## config.mk

```make
export PLATFORM = sky130hd
export DESIGN_NAME = rx_ring_ctrl
export DESIGN_NICKNAME = d
export VERILOG_FILES = /design/src/rtl/rxr_pkg.sv /design/src/rtl/rxr_cfg.sv /design/src/rtl/rxr_fill.sv /design/src/rtl/rxr_ring.sv /design/src/rtl/rx_ring_ctrl.sv
export SDC_FILE = /design/constraint.sdc
export NUM_CORES = 1
export LEC_CHECK = 0
export ABC_AREA = 1
export BUFFER_PORTS_ARGS = -buffer_cell sky130_fd_sc_hd__buf_2
export CORE_MARGIN = 4
export CORE_UTILIZATION = 47
export DETAILED_ROUTE_END_ITERATION = 7
export PLACE_DENSITY = 0.69
export SYNTH_ARGS = -nofsm -noshare
export SYNTH_HDL_FRONTEND = slang
export SYNTH_SLANG_ARGS = --single-unit
```

## constraint.sdc

```tcl
create_clock -name clk_i -period 3 [get_ports clk_i]
set_input_delay 0.45 -clock clk_i [delete_from_list [all_inputs] [get_ports clk_i]]
set_output_delay 0.45 -clock clk_i [all_outputs]
set_load 0.01 [all_outputs]
```

## src/rtl/rxr_pkg.sv

```systemverilog
package rxr_pkg;

  localparam int TMO_W = 8;

  typedef enum logic [1:0] {
    EN_STOP      = 2'b00,
    EN_PAUSE_EOF = 2'b01,
    EN_RUN       = 2'b10,
    EN_RSVD      = 2'b11
  } rx_en_e;

  typedef struct packed {
    rx_en_e           en;
    logic [3:0]       exp;
    logic [1:0]       bsel;
    logic [1:0]       dest;
    logic [TMO_W-1:0] tmo;
  } rx_cfg_t;

  function automatic rx_cfg_t decode_cfg(input logic [31:0] w);
    rx_cfg_t c;
    c.en   = rx_en_e'(w[31:30]);
    c.exp  = w[23:20];
    c.bsel = w[17:16];
    c.dest = w[13:12];
    c.tmo  = w[11:4];
    return c;
  endfunction

endpackage

```

## src/rtl/rxr_cfg.sv

```systemverilog
module rxr_cfg
  import rxr_pkg::*;
#(
  parameter int IDX_W     = 12,
  parameter int MIN_EXP   = 5,
  parameter int MAX_EXP   = 12,
  parameter int STEP_LOG2 = 3
) (
  input  logic             clk_i,
  input  logic             rst_ni,
  input  logic             we_i,
  input  logic             sel_i,
  input  logic [31:0]      wdata_i,
  output rx_cfg_t          cfg_o,
  output logic [IDX_W-1:0] mask_o,
  output logic [IDX_W-1:0] wr_idx_o
);

  localparam logic [IDX_W-1:0] ALIGN_M = ~IDX_W'((1 << STEP_LOG2) - 1);

  rx_cfg_t          cfg_q;
  logic [IDX_W-1:0] wr_q;
  logic [3:0]       exp_c;
  logic [IDX_W:0]   span;
  logic             unused_bits;

  assign unused_bits = ^{wdata_i[29:24], wdata_i[19:18], wdata_i[15:14], span[IDX_W]};

  always_comb begin
    if (cfg_q.exp < 4'(MIN_EXP))      exp_c = 4'(MIN_EXP);
    else if (cfg_q.exp > 4'(MAX_EXP)) exp_c = 4'(MAX_EXP);
    else                              exp_c = cfg_q.exp;
  end

  assign span     = (IDX_W+1)'(1) << exp_c;
  assign mask_o   = span[IDX_W-1:0] - IDX_W'(1);
  assign wr_idx_o = wr_q & mask_o;
  assign cfg_o    = cfg_q;

  always_ff @(posedge clk_i or negedge rst_ni) begin
    if (!rst_ni) begin
      cfg_q <= '0;
      wr_q  <= '0;
    end else if (we_i) begin
      if (!sel_i) cfg_q <= decode_cfg(wdata_i);
      else        wr_q  <= wdata_i[IDX_W-1:0] & mask_o & ALIGN_M;
    end
  end

endmodule

```

## src/rtl/rxr_fill.sv

```systemverilog
module rxr_fill
  import rxr_pkg::*;
#(
  parameter int CHUNKS_4K = 64,
  localparam int CNT_W    = $clog2(4 * CHUNKS_4K + 1)
) (
  input  logic             clk_i,
  input  logic             rst_ni,
  input  logic             run_i,
  input  logic             pause_i,
  input  logic             room_i,
  input  logic             fill_i,
  input  logic             eof_i,
  input  logic             tick_i,
  input  logic [1:0]       bsel_i,
  input  logic [TMO_W-1:0] tmo_i,
  output logic             close_o,
  output logic             in_frame_o
);

  logic             in_frame_q;
  logic [CNT_W-1:0] cnt_q, cnt_inc, cap;
  logic [TMO_W-1:0] tmo_q;
  logic             allowed, accept, close_full, close_eof, tmo_hit;

  assign allowed    = run_i | (pause_i & in_frame_q);
  assign accept     = allowed & fill_i & room_i;
  assign cap        = CNT_W'(CHUNKS_4K) * (CNT_W'(bsel_i) + CNT_W'(1));
  assign cnt_inc    = cnt_q + CNT_W'(1);
  assign close_full = accept & (cnt_inc >= cap);
  assign close_eof  = accept & eof_i;
  // ticks only age a buffer that holds data and got no chunk this cycle
  assign tmo_hit    = (run_i | pause_i) & ~accept & (cnt_q != '0) & tick_i &
                      (tmo_i != '0) & (tmo_q == tmo_i - TMO_W'(1));
  assign close_o    = close_full | close_eof | tmo_hit;
  assign in_frame_o = in_frame_q;

  always_ff @(posedge clk_i or negedge rst_ni) begin
    if (!rst_ni) begin
      in_frame_q <= 1'b0;
      cnt_q      <= '0;
      tmo_q      <= '0;
    end else if (!run_i && !pause_i) begin
      in_frame_q <= 1'b0;
      cnt_q      <= '0;
      tmo_q      <= '0;
    end else begin
      if (fill_i && allowed) in_frame_q <= ~eof_i;
      if (close_o)     cnt_q <= '0;
      else if (accept) cnt_q <= cnt_inc;
      if (close_o || accept)             tmo_q <= '0;
      else if (tick_i && cnt_q != '0)    tmo_q <= tmo_q + TMO_W'(1);
    end
  end

  p_eof_empties_r5: assert property (@(posedge clk_i) disable iff (!rst_ni)
    (accept && eof_i) |=> (cnt_q == '0));

endmodule

```

## src/rtl/rxr_ring.sv

```systemverilog
module rxr_ring #(
  parameter int IDX_W = 12
) (
  input  logic             clk_i,
  input  logic             rst_ni,
  input  logic             close_i,
  input  logic [IDX_W-1:0] mask_i,
  input  logic [IDX_W-1:0] wr_idx_i,
  output logic             room_o,
  output logic             wb_valid_o,
  output logic [IDX_W-1:0] wb_index_o
);

  logic [IDX_W-1:0] rd_q, wb_index_q;
  logic             wb_valid_q;

  // equal indices mean nothing left to fill
  assign room_o     = (rd_q != wr_idx_i);
  assign wb_valid_o = wb_valid_q;
  assign wb_index_o = wb_index_q;

  always_ff @(posedge clk_i or negedge rst_ni) begin
    if (!rst_ni) begin
      rd_q       <= '0;
      wb_index_q <= '0;
      wb_valid_q <= 1'b0;
    end else begin
      wb_valid_q <= close_i;
      if (close_i) begin
        wb_index_q <= rd_q;
        rd_q       <= (rd_q + IDX_W'(1)) & mask_i;
      end
    end
  end

  p_no_overrun_r4: assert property (@(posedge clk_i) disable iff (!rst_ni)
    close_i |-> (rd_q != wr_idx_i));

endmodule

```

## src/rtl/rx_ring_ctrl.sv

```systemverilog
module rx_ring_ctrl
  import rxr_pkg::*;
#(
  parameter int IDX_W     = 12,
  parameter int MIN_EXP   = 5,
  parameter int MAX_EXP   = 12,
  parameter int STEP_LOG2 = 3,
  parameter int CHUNKS_4K = 64,
  parameter int IDLE_BIT  = 24
) (
  input  logic             clk_i,
  input  logic             rst_ni,
  input  logic             reg_we_i,
  input  logic             reg_sel_i,
  input  logic [31:0]      reg_wdata_i,
  input  logic             tick_i,
  input  logic             fill_i,
  input  logic             eof_i,
  output logic             ready_o,
  output logic             wb_valid_o,
  output logic [IDX_W-1:0] wb_index_o,
  output logic             irq_o,
  output logic [31:0]      rx_status_o
);

  rx_cfg_t          cfg;
  logic [IDX_W-1:0] mask, wr_idx;
  logic             run, pause, room, close, in_frame;
  logic             idle_q, irq_q;

  assign run   = (cfg.en == EN_RUN);
  assign pause = (cfg.en == EN_PAUSE_EOF);

  rxr_cfg #(
    .IDX_W(IDX_W), .MIN_EXP(MIN_EXP), .MAX_EXP(MAX_EXP), .STEP_LOG2(STEP_LOG2)
  ) i_cfg (
    .clk_i, .rst_ni, .we_i(reg_we_i), .sel_i(reg_sel_i), .wdata_i(reg_wdata_i),
    .cfg_o(cfg), .mask_o(mask), .wr_idx_o(wr_idx)
  );

  rxr_fill #(.CHUNKS_4K(CHUNKS_4K)) i_fill (
    .clk_i, .rst_ni, .run_i(run), .pause_i(pause), .room_i(room),
    .fill_i, .eof_i, .tick_i, .bsel_i(cfg.bsel), .tmo_i(cfg.tmo),
    .close_o(close), .in_frame_o(in_frame)
  );

  rxr_ring #(.IDX_W(IDX_W)) i_ring (
    .clk_i, .rst_ni, .close_i(close), .mask_i(mask), .wr_idx_i(wr_idx),
    .room_o(room), .wb_valid_o, .wb_index_o
  );

  always_ff @(posedge clk_i or negedge rst_ni) begin
    if (!rst_ni) begin
      idle_q <= 1'b1;
      irq_q  <= 1'b0;
    end else begin
      idle_q <= ~run & ~in_frame;
      irq_q  <= close & (cfg.dest == 2'b01);
    end
  end

  assign ready_o     = room & (run | (pause & in_frame));
  assign irq_o       = irq_q;
  assign rx_status_o = 32'(idle_q) << IDLE_BIT;

  p_irq_with_wb_r8: assert property (@(posedge clk_i) disable iff (!rst_ni)
    irq_o |-> wb_valid_o);

  p_idle_after_quiet_r10: assert property (@(posedge clk_i) disable iff (!rst_ni)
    $rose(idle_q) |-> (!$past(in_frame) && !$past(run)));

endmodule

```

==> metrics.txt, run 1 <==
critical path arrival 2.94 ns; layout cells sized above 1 11.9%; placed insts 770; commonest non-fill, non-tap cells in the layout nand2_1, dfrtp_1, inv_1; Achievable Freq 375 MHz; Fillers 917; Die Width 106 µm; slack of the worst reg-to-reg path 0.33 ns; Crit path max-delay family simple AND/OR/NAND/NOR gates; Initial Utilization 48.6%; wire length of the first global-routing pass 16700 µm; Vias per Instance 4.89; cts hold-fix bufs 0; worst-margin pin slew 0.755 ns; final instance area 4930 µm²; Worst Setup Start Kind flop; R2R cell count 17; IO Count 86; area delta synth->final 9.38%; CTS root buffer clkbuf_8; vias in the first global route 3674; Netlist cell types 34; Clock Latency Late Sink 0.34 ns; Top FF cell, synth dfrtp_1; Post-synth ARST share 100%; Final ANT Viol Nets 0; Placed Instance Area 4730 µm²; Slew headroom 49.7%; post-synthesis cell count 612; DR iter-0 viols 154; Total Routing Usage GR 18.1%; DR pass1 iterations 5; PostCTS Resize Cnt 0; Final Non-Filler Cells 786; Worst setup EP type flop; worst min-delay path class in -> async; # port buffers 41; final hold violations 0; global route overflow 0; drt drc 0; Reg2Reg Launch Point i_fill.cnt_q[0]; pre-CTS worst setup slack 0.336 ns; Crit Path Max Fanout 15; commonest non-fill, non-tap cell in the layout nand2_1; H-tree depth 3; syn avg cell area 7.37 µm²; Fin Hold WS 0.169 ns; Final Critical Period 2.67 ns; reg2reg end i_ring.rd_q[10]; final setup fails 0; Clk pin slew, worst setup/hold paths 0.08 ns; Vias 3842; status complete, no violations; Core Region 9280 µm²; Final nets 706; initial antenna violation count 0; worst setup margin 0.331 ns; EDFF count, synth 0; slowest stage cell, crit path dfrtp_1; Setup TNS 0 ns; Mapped Area 4510 µm²; critical path buffer and inverter count 1; Max IR drop VDD 364 µV; total CTS buffers 9; Tcrit/Tclk final 89.0%; Crit path top cell by count nand2_1; max incr delay on CP 0.45 ns; Final Wtd Congestion 0.879; type of the worst setup path reg -> reg; crit-path cells ha_1 > nand4_1 > nor2_1 > xnor2_1 > ha_1 > nand3_1 > a21oi_1 > nand2_1 > nor2_1 > nand2_1 > nand2_1 > a21oi_1 > nand3_2 > nand2_4 > buf_4 > nand2_1 > nand2_1; CTS sink cnt 72; Synth Register Bits 72; Lkg Pwr 2.73 nW; n_diodes 0; CP Data Required Time 3.27 ns; Worst Skew 0.00978 ns; num rows 35; Yosys warning total 0; chip height 106 µm; wire per inst 12.3 µm; sequential cell area fraction in the yosys report 40.0%; Setup Fix Bufs, Post-CTS 0; Max clock buf depth 2; Routed Wire Length 9660 µm; Detailed Place HPWL 7300 µm; clock tree from TritonCTS done; Die Area 11200 µm²; power density cells 501 nW/µm²; unrepaired setup endpoints after global routing no; largest net degree at the start of global routing 42; Max Slew Vio Count 0; Max Cap Viol 0
layout make-up:
| cell class | count | area (µm²) | area share, % |
|---|---|---|---|
| Inverter | 74 | 278 | 5.63 |
| Clock inverter | 4 | 51.3 | 1.04 |
| Sequential cell | 72 | 1800 | 36.5 |
| Clock buffer | 12 | 155 | 3.14 |
| Multi-Input combinational cell | 448 | 2220 | 45.0 |
| Timing Repair Buffer | 47 | 263 | 5.33 |
| Tap cell | 129 | 161 | 3.27 |
metrics by stage:
step | total power, mW | utilization (%)
after detailed placement | 1.69 | 50.9
after global placement | 1.67 | 50.9
final | 2.47 | 53.1
after CTS | 2.49 | 53.1
after global routing | 2.64 | 53.1
after floorplan | 1.56 | -
layer usage:
layer  up-vias  track usage (%)  wire [µm]
met5         -                0          0
met4         0             4.63        137
met3        13             3.70        374
met2        80             31.5       4920
met1      1799             23.0       4230
li1       1950                -          -
sequential cells by signal, summed over array words and instances, names as in the netlist:
signal / count
i_fill.tmo_q: 8
i_fill.cnt_q: 9
i_ring.wb_valid_o: 1
i_cfg.cfg_o: 18
i_ring.wb_index_o: 12
irq_o: 1
i_cfg.wr_q: 9
idle_q: 1
i_fill.in_frame_o: 1
i_ring.rd_q: 12
where the power goes:
group,internal (mW),switching (mW)
combinational,0.185,0.353
clock,0.432,0.365
sequential,1.06,0.0787
cells in the mapped netlist (2+ instances only):
cell type,count,area [µm²]
ha_1,15,188
nand3_2,2,20.0
nor2_1,57,214
or2_2,3,18.8
xor2_1,13,114
inv_2,3,11.3
xnor2_1,8,70.1
nand2_4,3,33.8
buf_4,36,270
and2_1,2,12.5
o21ai_0,10,50.1
clkbuf_1,9,33.8
dfrtp_1,71,1780
a21oi_1,26,130
buf_2,4,20.0
o31ai_1,6,45.0
mux2_2,2,22.5
nand4_1,19,119
conb_1,2,7.51
nor3_1,4,20.0
inv_1,70,263
nand3_1,60,300
nand2_1,176,661
cell families (layout without fill, tap and decap cells):
logic type,count (synthesis),in the layout,share of synthesized area [%]
other,2,33,0.166
DFF,72,72,40.0
muxes,3,3,0.721
buffers and inverters,123,137,13.3
adders and majority gates,15,15,4.16
xor gates and xnor gates,22,22,4.58
and+or+nand+nor,330,330,31.6
AOI/OAI and AO/OA,45,45,5.46
how the worst max path moves through the flow:
stage / start / to / slack, ns / cells past startpoint
floorplan: i_fill.cnt_q[0] / i_ring.rd_q[6] / 0.73 / 17
global placement: i_fill.cnt_q[0] / i_fill.tmo_q[0] / 0.43 / 16
detailed placement: i_fill.cnt_q[0] / i_fill.tmo_q[2] / 0.34 / 16
CTS: i_fill.cnt_q[0] / i_ring.rd_q[10] / 0.32 / 17
global route: i_fill.cnt_q[0] / i_ring.rd_q[1] / 0.05 / 17
finish: i_fill.cnt_q[0] / i_ring.rd_q[10] / 0.33 / 17
Power figures use the tool's default switching activity.
==> inputs of run 2 (changes only) <==
--- a/config.mk
+++ b/config.mk
@@ -5,12 +5,11 @@
 export SDC_FILE = /design/constraint.sdc
 export NUM_CORES = 1
 export LEC_CHECK = 0
-export ABC_AREA = 1
 export BUFFER_PORTS_ARGS = -buffer_cell sky130_fd_sc_hd__buf_2
-export CORE_MARGIN = 4
+export CORE_MARGIN = 1
 export CORE_UTILIZATION = 47
 export DETAILED_ROUTE_END_ITERATION = 7
-export PLACE_DENSITY = 0.69
+export PLACE_DENSITY = 0.71
 export SYNTH_ARGS = -nofsm -noshare
 export SYNTH_HDL_FRONTEND = slang
 export SYNTH_SLANG_ARGS = --single-unit
==> run 2 against run 1 <==
Hold slack gained 0.13 ns. First-iteration DRC count down 15%. Via count shrank 16%. Register-to-register slack lost 0.19 ns. Sequential power rose by 11%. Flip-flop and latch count is the same. Critical path depth shrank 8. Non-clock buffer count rose by 15. Routed wire length shrank 14%. Die area decreased by 17%. Global-route usage increased by 0.64 points. Largest power group unchanged. Highest routed layer unchanged.
==> metrics.txt, run 2 <==
Lkg Pwr 2.22 nW; crit-path cells or4_4 > nor2_1 > nand2_1 > xnor2_1 > or4_1 > mux2_4 > buf_12 > or3b_1 > o21ai_0; Clock Latency Late Sink 0.36 ns; Tcrit/Tclk final 95.3%; critical path arrival 3.14 ns; final hold violations 0; Die Width 96.8 µm; placed insts 593; Initial Utilization 48.4%; drt drc 0; wire length of the first global-routing pass 14200 µm; Netlist cell types 53; critical path buffer and inverter count 1; Crit path max-delay family simple AND/OR/NAND/NOR gates; EDFF count, synth 0; Final Critical Period 2.86 ns; slowest stage cell, crit path or4_1; CTS sink cnt 72; Total Routing Usage GR 18.7%; initial antenna violation count 0; sequential cell area fraction in the yosys report 42.7%; status complete, no violations; Crit Path Max Fanout 28; total CTS buffers 9; Vias per Instance 5.25; vias in the first global route 3044; Achievable Freq 350 MHz; Final ANT Viol Nets 0; Clk pin slew, worst setup/hold paths 0.08 ns; xor and xnor area share after synthesis 6.43%; Synth area leaders dfrtp_1, buf_4, mux2_2; CP Data Required Time 3.28 ns; most numerous cell in the Yosys netlist dfrtp_1; clock tree from TritonCTS done; Slew headroom 42.1%; IO Count 86; Mapped Area 4220 µm²; CTS root buffer clkbuf_8; commonest non-fill, non-tap cells in the layout dfrtp_1, nand2_1, buf_2; Final Non-Filler Cells 611; Synth Area in Adders 4.44%; worst setup margin 0.140 ns; multiplexer share of the synthesized area 7.14%; Max IR drop VDD 281 µV; Core Region 8720 µm²; Die Area 9370 µm²; worst-margin pin slew 0.865 ns; Post-synth ARST share 100%; Max clock buf depth 2; Worst Skew 0.0158 ns; syn avg cell area 9.45 µm²; Max Slew Vio Count 0; largest family of logic cells by synthesized area simple AND/OR/NAND/NOR gates; area delta synth->final 12.5%; # port buffers 41; pre-CTS worst setup slack 0.0221 ns; Routed Wire Length 8300 µm; DR pass1 iterations 4; unrepaired setup endpoints after global routing no; Detailed Place HPWL 6140 µm; chip height 96.8 µm; Synth Register Bits 72; final setup fails 0; Final Wtd Congestion 0.894; power density cells 568 nW/µm²; n_diodes 0; post-synthesis cell count 447; area fraction of the dominant cell type after synthesis 42.1%; Max Cap Viol 0; Synth Area in Compound Gates 11.4%; max reg flops 18; Final nets 552; commonest cells in the netlist dfrtp_1, nand2_1, o21ai_0; commonest non-fill, non-tap cell in the layout dfrtp_1; H-tree depth 3; Post-Synth Simple-Gate Area 17.7%; wire per inst 13.6 µm; Yosys top cell by area dfrtp_1; num rows 34; layout cells sized above 1 22.5%; largest net degree at the start of global routing 66; DR iter-0 viols 131; max incr delay on CP 0.56 ns; worst min-delay path class in -> reg; Yosys warning total 0; Vias 3210; type of the worst setup path reg -> reg; Worst Setup Start Kind flop; global route overflow 0; Top FF cell, synth dfrtp_1; Worst setup EP type flop
## run 2: cell types whose count changed after synthesis, moves of 6 or more
cell and delta:
a21oi_1 -10, and3_1 +7, inv_1 -50, mux2_2 +15, mux2_4 +6, nand2_1 -130, nand3_1 -50, nand3b_1 +6
nand4_1 -10, nor2_1 -26, nor2b_1 +6, nor3_1 +6, o21ai_0 +27, xnor2_1 +10
## run 2: final timing paths
kind	to	slack (ns)	cells after the start	startpoint
max	i_ring.rd_q[1]	0.14	9	i_cfg.cfg_o[4]
min	i_cfg.wr_q[3]	0.30	3	reg_wdata_i[3]
max reg2reg	i_ring.rd_q[1]	0.14	9	i_cfg.cfg_o[4]
min reg2reg	irq_o	0.44	1	i_cfg.cfg_o[9]
max in group asynchronous	i_cfg.cfg_o[2]	1.50	3	rst_ni
min in group asynchronous	i_fill.cnt_q[5]	0.45	2	rst_ni
## run 2: cell type report
class | count | area [µm²]
Clock inverter | 5 | 55.1
Clock buffer | 11 | 151
Timing Repair Buffer | 62 | 378
Tap cell | 108 | 135
Multi-Input combinational cell | 333 | 2150
Fill cell | 785 | 3970
Inverter | 20 | 75.1
Sequential cell | 72 | 1800
## run 2: cell families after synthesis
group	count (synthesis)
simple gates	149
buf+inv	73
xor+xnor	31
compound gates	80
mux	25
fa+ha+maj	15
other cells	2
flops	72
## run 2: what timing repair did
item / CTS / global route
buffers inserted: 0 / 1
resized for setup: 0 / 9
endpoints found under the hold margin: 7 / 0
endpoints found under the setup margin: 0 / 36
hold buffers: 1 / 0
## run 2: stage by stage
step                      TNS (ns)  util [%]  instance area, µm²  hold WS [ns]  total power [mW]
after global routing             0      54.5                4750         0.304              2.86
after CTS                        0      54.0                4710         0.285              2.72
after floorplan                  0         -                4340         0.154              1.72
after global placement     -0.0352      51.5                4490         0.298              1.89
after detailed placement         0      51.5                4490         0.303              1.91
final                            0      54.5                4750         0.295              2.70
## run 2: routing by layer
layer | global-route usage [%] | wire (µm) | up-vias
met5 | 0 | 0 | -
met4 | 8.04 | 148 | 0
met3 | 2.75 | 330 | 11
met2 | 29.3 | 3770 | 91
met1 | 25.9 | 4050 | 1532
li1 | - | - | 1576
## run 2: power by group
part / total [mW] / switching [mW] / internal, mW / leakage [nW]
sequential: 1.25 / 0.134 / 1.12 / 0.929
clock: 0.799 / 0.372 / 0.426 / 0.101
combinational: 0.649 / 0.350 / 0.299 / 1.19
total: 2.70 / 0.856 / 1.85 / 2.22
## run 2: worst register-to-register path, cell delays in order (launching register included)
cell,delay [ns]
dfrtp_1,0.42
or4_4,0.51
nor2_1,0.15
nand2_1,0.09
xnor2_1,0.12
or4_1,0.56
mux2_4,0.34
buf_12,0.17
or3b_1,0.35
o21ai_0,0.07
==> inputs of run 3 (changes only) <==
--- a/config.mk
+++ b/config.mk
@@ -9,7 +9,7 @@
 export CORE_MARGIN = 1
 export CORE_UTILIZATION = 47
 export DETAILED_ROUTE_END_ITERATION = 7
-export PLACE_DENSITY = 0.71
+export PLACE_DENSITY_LB_ADDON = 0.3
 export SYNTH_ARGS = -nofsm -noshare
 export SYNTH_HDL_FRONTEND = slang
 export SYNTH_SLANG_ARGS = --single-unit
==> run 3 against run 2 <==
Sequential power is essentially flat. Power grew 0.39%. Flip-flop and latch count is the same. Die area is the same. Cell count grew 0.65%. Clock power grew 0.5%. Register-to-register slack gained 0.04 ns. Worst setup slack gained 0.043 ns. Design area grew 0.71%. Critical path depth is the same. Fmax grew 1.5%. Sequential share of layout area shrank 0.27 points. Critical path type unchanged. Critical endpoint unchanged. Largest cell class unchanged. Highest routed layer unchanged.
==> metrics.txt, run 3 (synthesized netlist as in run 2, its figures left out) <==
status complete, no violations; Layout Utilization 54.9%; Initial Utilization 48.4%; max reg flops 18; chip height 96.8 µm; num rows 34; Max Cap Viol 0; initial antenna violation count 0; H-tree depth 3; Final ANT Viol Nets 0; total CTS buffers 9; Crit Path Max Fanout 29; Final Wtd Congestion 0.874; crit-path cells or4_4 > nor2_1 > nand2_1 > xnor2_1 > or4_1 > mux2_2 > buf_12 > or3b_1 > o21ai_0; Clk pin slew, worst setup/hold paths 0.09 ns; # port buffers 41; Worst Skew 0.0120 ns; worst-margin pin slew 0.840 ns; Vias per Instance 5.30; Achievable Freq 355 MHz; Total Routing Usage GR 19.1%; wire per inst 14.0 µm; Final Critical Period 2.82 ns; max incr delay on CP 0.56 ns; placed insts 595; final hold violations 0; CTS sink cnt 72; wire length of the first global-routing pass 14400 µm; Setup TNS 0 ns; drt drc 0; Max Slew Vio Count 0; Clock Latency Late Sink 0.36 ns; commonest non-fill, non-tap cell in the layout dfrtp_1; power density cells 567 nW/µm²; unrepaired setup endpoints after global routing no; worst min-delay path class in -> async; clock tree from TritonCTS done; worst setup margin 0.184 ns; Placed Instance Area 4520 µm²; Slew headroom 43.8%; vias in the first global route 3084; Worst setup EP type flop; DR iter-0 viols 133; final setup fails 0; CTS root buffer clkbuf_8; Core Region 8720 µm²; Routed Wire Length 8630 µm; commonest non-fill, non-tap cells in the layout dfrtp_1, nand2_1, buf_2; Die Area 9370 µm²; Pint 1.81 mW; Final nets 556; Final Non-Filler Cells 615; Max IR drop VDD 306 µV; layout cells sized above 1 23.7%; Max clock buf depth 2; clock network fraction of design power 29.6%; type of the worst setup path reg -> reg; Switching Share 33.1%; Lkg Pwr 2.25 nW; pre-CTS worst setup slack -0.0291 ns; CP Data Required Time 3.29 ns; Comb power frac 24.1%; n_diodes 0; area delta synth->final 13.3%; Fillers 762; Fin Hold WS 0.0640 ns; global route overflow 0; Reg power frac 46.3%; Tcrit/Tclk final 93.9%; DR pass1 iterations 4; Worst Setup Start Kind flop; Detailed Place HPWL 6230 µm; Die Width 96.8 µm; Tot Pwr 2.71 mW; slowest stage cell, crit path or4_1; switching power 0.898 mW; final instance area 4790 µm²; cts hold-fix bufs 0; largest net degree at the start of global routing 73; critical path arrival 3.10 ns; Vias 3258; IO Count 86
run 3: routing by layer:
layer,up-vias,wire length (µm),track usage (%)
li1,1583,-,-
met2,104,3930,29.5
met5,-,0,0
met4,0,205,8.04
met1,1552,4020,26.4
met3,19,469,3.54
run 3: critical path: cells and delay by family, from the launching register on:
family	cells	cell delay, ns
AO/OA/AOI/OAI	1	0.08
XOR/XNOR	1	0.12
buffers and inverters	1	0.17
flip-flops	1	0.38
multiplexers	1	0.33
AND/OR/NAND/NOR	5	1.67
run 3: area by class of cell:
class / count / area [µm²] / area share, %
timing repair buffer: 66 / 418 / 8.73
tap: 108 / 135 / 2.82
inverter: 20 / 75.1 / 1.57
sequential: 72 / 1800 / 37.7
multi-input combinational: 333 / 2150 / 44.9
clock buffer: 9 / 124 / 2.59
clock inverter: 7 / 80.1 / 1.67
run 3: path summary, 6_finish.rpt:
path                                    from  slack (ns)  cells past startpoint              end
max                           i_cfg.cfg_o[2]        0.18                      9   i_ring.rd_q[1]
min                                   rst_ni        0.06                      2  i_fill.cnt_q[2]
max reg2reg                   i_cfg.cfg_o[2]        0.18                      9   i_ring.rd_q[1]
min reg2reg                i_fill.in_frame_o        0.45                      1           idle_q
max in group asynchronous             rst_ni        2.56                      2   i_cfg.wr_q[11]
min in group clk_i            reg_wdata_i[3]        0.28                      3    i_cfg.wr_q[3]
run 3: timing repair:
item                                    CTS  global route
gates resized for setup                   1             8
pin swaps                                 0             1
setup buffers                             0             4
endpoints found under the setup margin    3            37
run 3: power groups by stage:
stage | combinational [mW] | clock (mW) | sequential (mW)
final | 0.653 | 0.803 | 1.26
after CTS | 0.650 | 0.821 | 1.26
after floorplan | 0.458 | 0 | 1.26
after detailed placement | 0.646 | 0 | 1.28
after global placement | 0.628 | 0 | 1.27
after global routing | 0.735 | 0.853 | 1.28
